**src/rtl/sram_timing_mon.sv**
```systemverilog
module sram_timing_mon #(
  parameter int ADDR_W  = 10,
  parameter int DATA_W  = 16,
  parameter int TWP_MIN = 3,
  parameter int TDS_MIN = 2,
  parameter int TRC_MIN = 3
) (
  input  logic              clk,
  input  logic              rst,
  input  logic              wr_ovl,
  input  logic              rd_act,
  input  logic [ADDR_W-1:0] addr,
  input  logic [DATA_W-1:0] din,
  output logic              viol_wpulse,
  output logic              viol_dsetup,
  output logic              viol_rcycle,
  output logic              viol_addr
);

  localparam int MAX_A  = (TWP_MIN > TDS_MIN) ? TWP_MIN : TDS_MIN;
  localparam int MAX_M  = (MAX_A > TRC_MIN) ? MAX_A : TRC_MIN;
  localparam int CNT_W  = $clog2(MAX_M + 1) + 1;
  localparam logic [CNT_W-1:0] TWP_L = CNT_W'(TWP_MIN);
  localparam logic [CNT_W-1:0] TDS_L = CNT_W'(TDS_MIN);
  localparam logic [CNT_W-1:0] TRC_L = CNT_W'(TRC_MIN);
  localparam logic [CNT_W-1:0] ONE   = CNT_W'(1);

  logic              ovl_q;
  logic              rd_q;
  logic [ADDR_W-1:0] addr_q;
  logic [DATA_W-1:0] din_q;
  logic [CNT_W-1:0]  wcnt;
  logic [CNT_W-1:0]  dcnt;
  logic [CNT_W-1:0]  rcnt;
  logic              ovl_end;
  logic              addr_moved;

  function automatic logic [CNT_W-1:0] bump(input logic [CNT_W-1:0] v);
    return (&v) ? v : v + ONE;
  endfunction

  assign ovl_end    = ovl_q & ~wr_ovl;
  assign addr_moved = (addr != addr_q);

  always_ff @(posedge clk) begin
    if (rst) begin
      ovl_q       <= 1'b0;
      rd_q        <= 1'b0;
      addr_q      <= '0;
      din_q       <= '0;
      wcnt        <= '0;
      dcnt        <= '0;
      rcnt        <= '0;
      viol_wpulse <= 1'b0;
      viol_dsetup <= 1'b0;
      viol_rcycle <= 1'b0;
      viol_addr   <= 1'b0;
    end else begin
      ovl_q  <= wr_ovl;
      rd_q   <= rd_act;
      addr_q <= addr;
      din_q  <= din;
      wcnt   <= wr_ovl ? (ovl_q ? bump(wcnt) : ONE) : '0;
      dcnt   <= (din == din_q) ? bump(dcnt) : ONE;
      rcnt   <= (rd_act && rd_q && !addr_moved) ? bump(rcnt) : ONE;
      viol_wpulse <= ovl_end && (wcnt < TWP_L);
      viol_dsetup <= ovl_end && (dcnt < TDS_L);
      viol_rcycle <= rd_act && rd_q && addr_moved && (rcnt < TRC_L);
      viol_addr   <= wr_ovl && ovl_q && addr_moved;
    end
  end

endmodule

```
**config.mk**
```make
export PLATFORM = sky130hd
export DESIGN_NAME = sram_timing_mon
export DESIGN_NICKNAME = d
export VERILOG_FILES = /design/src/rtl/sram_timing_mon.sv
export SDC_FILE = /design/constraint.sdc
export NUM_CORES = 1
export LEC_CHECK = 0
export CAP_MARGIN = 20
export CORE_UTILIZATION = 41
export DETAILED_ROUTE_END_ITERATION = 8
export PLACE_DENSITY = 0.67
export SYNTH_ARGS = -nofsm -noshare
export SYNTH_HDL_FRONTEND = slang
export SYNTH_SLANG_ARGS = --single-unit
```
**constraint.sdc**
```tcl
create_clock -name clk -period 1.95 [get_ports clk]
set_input_delay 0.195 -clock clk [delete_from_list [all_inputs] [get_ports clk]]
set_output_delay 0.195 -clock clk [all_outputs]
set_load 0.005 [all_outputs]
```
* Word-level counts from Yosys, hierarchy flattened
Index checks and enable logic that the tools add are counted.
** Storage, ports and cells
- Register bits :: 41
- Word-level logic and storage cells :: 52
- Output and inout bits :: 4
** Operators by class
- Bitwise gates (word level) :: 5
- Multiplexer cells :: 6
- Equality and inequality tests :: 5
- $add $sub $neg :: 3
- Reduce and logical (&&, ||, !) cells :: 16
- Order comparisons :: 3
** Operators with widths (number)
- $eq 16x16->1 :: 1
- $ne 10x10->1 :: 1
- $add 3x1->3 const B :: 3
- $lt 3x2->1 const B :: 3
- $reduce_and 3->1 :: 3
- $logic_and 1x1->1 :: 8
- $mux 1 :: 6
- $ne 2x2->1 const B :: 3
- $reduce_or 2->1 :: 3
- $not 1->1 :: 4
- $reduce_or 3->1 :: 1
- $and 1x1->1 :: 1
- $logic_not 1->1 :: 1

* Logic depth before layout (Yosys ltp)
- Depth in word-level cells :: 5
- Depth in mapped cells :: 4

* Worst setup path after synthesis
Ideal clock, no wire load.
- Path type :: register -> register
- Start :: reg din_q[14]
- End :: reg dcnt[0]
- Period minus slack after synthesis :: 1146 ps
- Path slack :: 804 ps
- Cell stages (with the launch flop) :: 5
- Data arrival time :: 1031 ps
- Library setup time :: 115 ps
- Path through :: dfxtp_1 -> xor2_1 -> nor4_1 -> nand4_1 -> o21ba_1
** On the way
- Cells in the longest elaborated chain, start to end :: 2
- Elaborated cells on any way between the ends :: 3
- Classes of those cells :: 2 x eq/ne; 1 x mux
** Ends and longest elaborated chain
- start: declaration :: RTL line 31 : logic [DATA_W-1:0] din_q;
- start signal: assignment :: RTL line 62 : din_q <= din;
- $eq 16x16->1 (*) :: RTL line 64 : dcnt <= (din == din_q) ? bump(dcnt) : ONE;
- $ne 2x2->1 (no line) or $mux 1 (tied branches)
- end signal: assignment :: RTL line 64
- end: declaration :: RTL line 33 : logic [CNT_W-1:0] dcnt;
Mark *: on every way between the ends. The rest lies on a longest branch, timed or not.
A chain may end at the register's enable or synchronous reset.

* Final worst setup path
- Start :: in din[11]
- End :: reg dcnt[0]
** On the way
- Cells in the longest elaborated chain, start to end :: 2
- Elaborated cells on any way between the ends :: 3
- Classes of those cells :: 2 x eq/ne; 1 x mux
** Ends and longest elaborated chain
- start: declaration :: RTL line 13 : input logic [DATA_W-1:0] din,
- $eq 16x16->1 (*) :: RTL line 64
- $ne 2x2->1 (no line) or $mux 1 (tied branches)
Marks and branches as above.

==> flow_summary_export.csv <==
group,metric,value,unit
cts,post_cts_resized,0,
cts,clkTransAtPathRegs,0.08,ns
synthesis,ys_async_sr_fraction,0,%
finish,seqCellArea,821,sq um
cts,cts_tree,"done",
critical_path,crit_fanout,3,
cts,clockBufferDepth,2,
finish,multiInputGateArea,741,sq um
synthesis,yosysWarnings,0,
synthesis,synth.distinct_cells,21,
cts,numCtsBuffers,5,
floorplanning,core_area,3660,sq um
timing,fin_ws,0.566,ns
floorplanning,die_x,63.9,um
drt,drt_iter0_drc,25,
cts,insertion_delay,0.29,ns
placement,dp.cells,217,
floorplanning,start_util,43.0,%
timing,worstMarginPinSlew,0.345,ns
cts,root_buffer,"clkbuf_8",
timing,max-slew-margin-rel,76.8,%
drt,wl_per_cell,11.3,um
global_route,overflow,0,
finish,diodes,0,
cts,cts_hold_buf,0,
worst_hold_path,hp-class,"reg2reg",
critical_path,critPathCaptureType,"register",
drt,postRouteAntennaNets,0,
synthesis,synth-seq-cells,41,
cts,htree_levels,2,
power_and_ir_drop,p_leak,0.817,nW
finish,nFillCells,333,
drt,vias_per_cell,4.63,
floorplanning,fp.dieH,63.9,um
drt,firstDrtPassIters,2,
timing,finalCritPeriodShare,71.0,%
floorplanning,num_rows,22,
synthesis,yosys.area.top_type_share,52.2,%
global_route,first_global_vias,1087,
timing,slew_violations,0,
global_route,grt_start_max_net_pins,33,
floorplanning,dieArea,4090,sq um
global_route,grt_pass1_wl,4510,um
synthesis,syn_area,1570,sq um
power_and_ir_drop,p_per_area,802,nW/um^2
placement,dp_worst_setup_slack,0.216,ns
power_and_ir_drop,finalPower,1.65,mW
timing,tns,0,ns
finish,drive_gt1_share,6.21,%
placement,placed_area,1960,sq um
timing,hold_viol_final,0,
synthesis,yosysTopAreaCell,"dfxtp_1",
run_status,status,"finished, final reports clean",
critical_path,worstPathArrival,1.57,ns
synthesis,syn_area_per_cell,11.4,sq um
job,maxCapViolCount,0,
timing,hold_ws,0.467,ns
timing,setup_viol,0,
critical_path,crit_path_start_kind,"primary input",
placement,gp_congestion,0.728,
synthesis,synthTopCellsByArea,"dfxtp_1, nor2b_1, xor2_1",
global_route,grt_usage,14.6,%
finish,final_core_util,56.3,%
drt,routed_wl,2550,um
finish,syn_to_final_growth,31.0,%
placement,dpl.hpwl,1960,um
drt,drc,0,
synthesis,synth_most_common_cell,"dfxtp_1",
drt,vias,1042,
power_and_ir_drop,ir_drop,0.434,mV
timing,fin_crit,1.38,ns
placement,port_buffers,33,
synthesis,synth_ff_type,"dfxtp_1",
cts,clkSinkCount,41,
floorplanning,io_pins,34,
timing,fmax,722,MHz
critical_path,crit_required,2.13,ns
global_route,antenna_found_initial,0,
cts,cts_setup_buffers,0,
critical_path,crit_type,"in2reg",
finish,layout.cell_area.non_filler,2060,sq um
finish,nNetsFinal,212,
synthesis,synth_commonest_cells,"dfxtp_1, nor2b_1, xor2_1",
synthesis,syn_inst,138,
synthesis,synth_edf_count,0,
timing,rsz0062_at_grt,"false",
finish,stdcell_count,225,
synthesis,synth_seq_area_share,52.2,%
synthesis,synth_nets,174,
timing,fin_skew,0.00614,ns
==> metal layers <==
| layer | vias up | share of wire (%) | track usage (%) |
|---|---|---|---|
| met5 | - | 0 | 0 |
| met4 | 0 | 1.3 | 5.11 |
| met3 | 3 | 5.8 | 5.71 |
| met2 | 26 | 52 | 26.7 |
| met1 | 480 | 41 | 14.9 |
| li1 | 533 | - | - |
==> power breakdown <==
group	leakage (nW)	internal (mW)	switching [mW]
combinational	0.423	0.107	0.0617
sequential	0.339	0.874	0.0177
clock	0.0542	0.320	0.273
==> critical path: stages <==
cell	delay, ns
clkdlybuf4s50_1	0.43
xor2_1	0.15
nor4_1	0.37
nand4_1	0.20
o21ba_1	0.22
==> state kept, by name (all words and copies together) (netlist names) <==
name and count:
din_q 16, viol_addr 1, viol_rcycle 1, viol_wpulse 1, viol_dsetup 1, rd_q 1, wcnt 3, ovl_q 1
addr_q 10, rcnt 3, dcnt 3
==> cells in the final DEF (no fill, tap or decap), drive strengths merged, types with 2 or more instances in the layout <==
cell type      Yosys  routed
nor2b             28      28
nand4              3       3
mux2i              6       6
dfxtp             41      41
ha                 6       6
xnor2              9       9
nand2              2       2
xor2              20      20
clkdlybuf4s50      0      33
nor2               4       4
nor3               3       3
nor3b              2       2
clkbuf             3       7
nor4               5       5
==> final timing paths <==
path                                 from  cells after the start           to  slack [ns]
worst max register to register  din_q[11]                      4      dcnt[0]        0.60
worst min register to register    wcnt[2]                      1  viol_wpulse        0.47
worst max-delay path              din[11]                      5      dcnt[0]        0.57
worst min-delay path              wcnt[2]                      1  viol_wpulse        0.47
==> final cells by class <==
class / count / area share, %
tap: 48 / 2.91
sequential: 41 / 39.8
multi-input combinational: 94 / 35.9
clock inverter: 1 / 0.243
clock buffer: 7 / 4.68
timing repair buffer: 34 / 16.4
==> kinds of logic after synthesis <==
logic type / after synthesis / synth area share (%)
AND/OR/NAND/NOR: 48 / 19.1
flip-flops: 41 / 52.2
XOR/XNOR: 29 / 16.6
multiplexers: 6 / 3.82
adder cells (fa/ha/maj): 6 / 4.77
AO/OA/AOI/OAI: 5 / 2.78
buffers and inverters: 3 / 0.716
(Power assumes the default switching activity.)
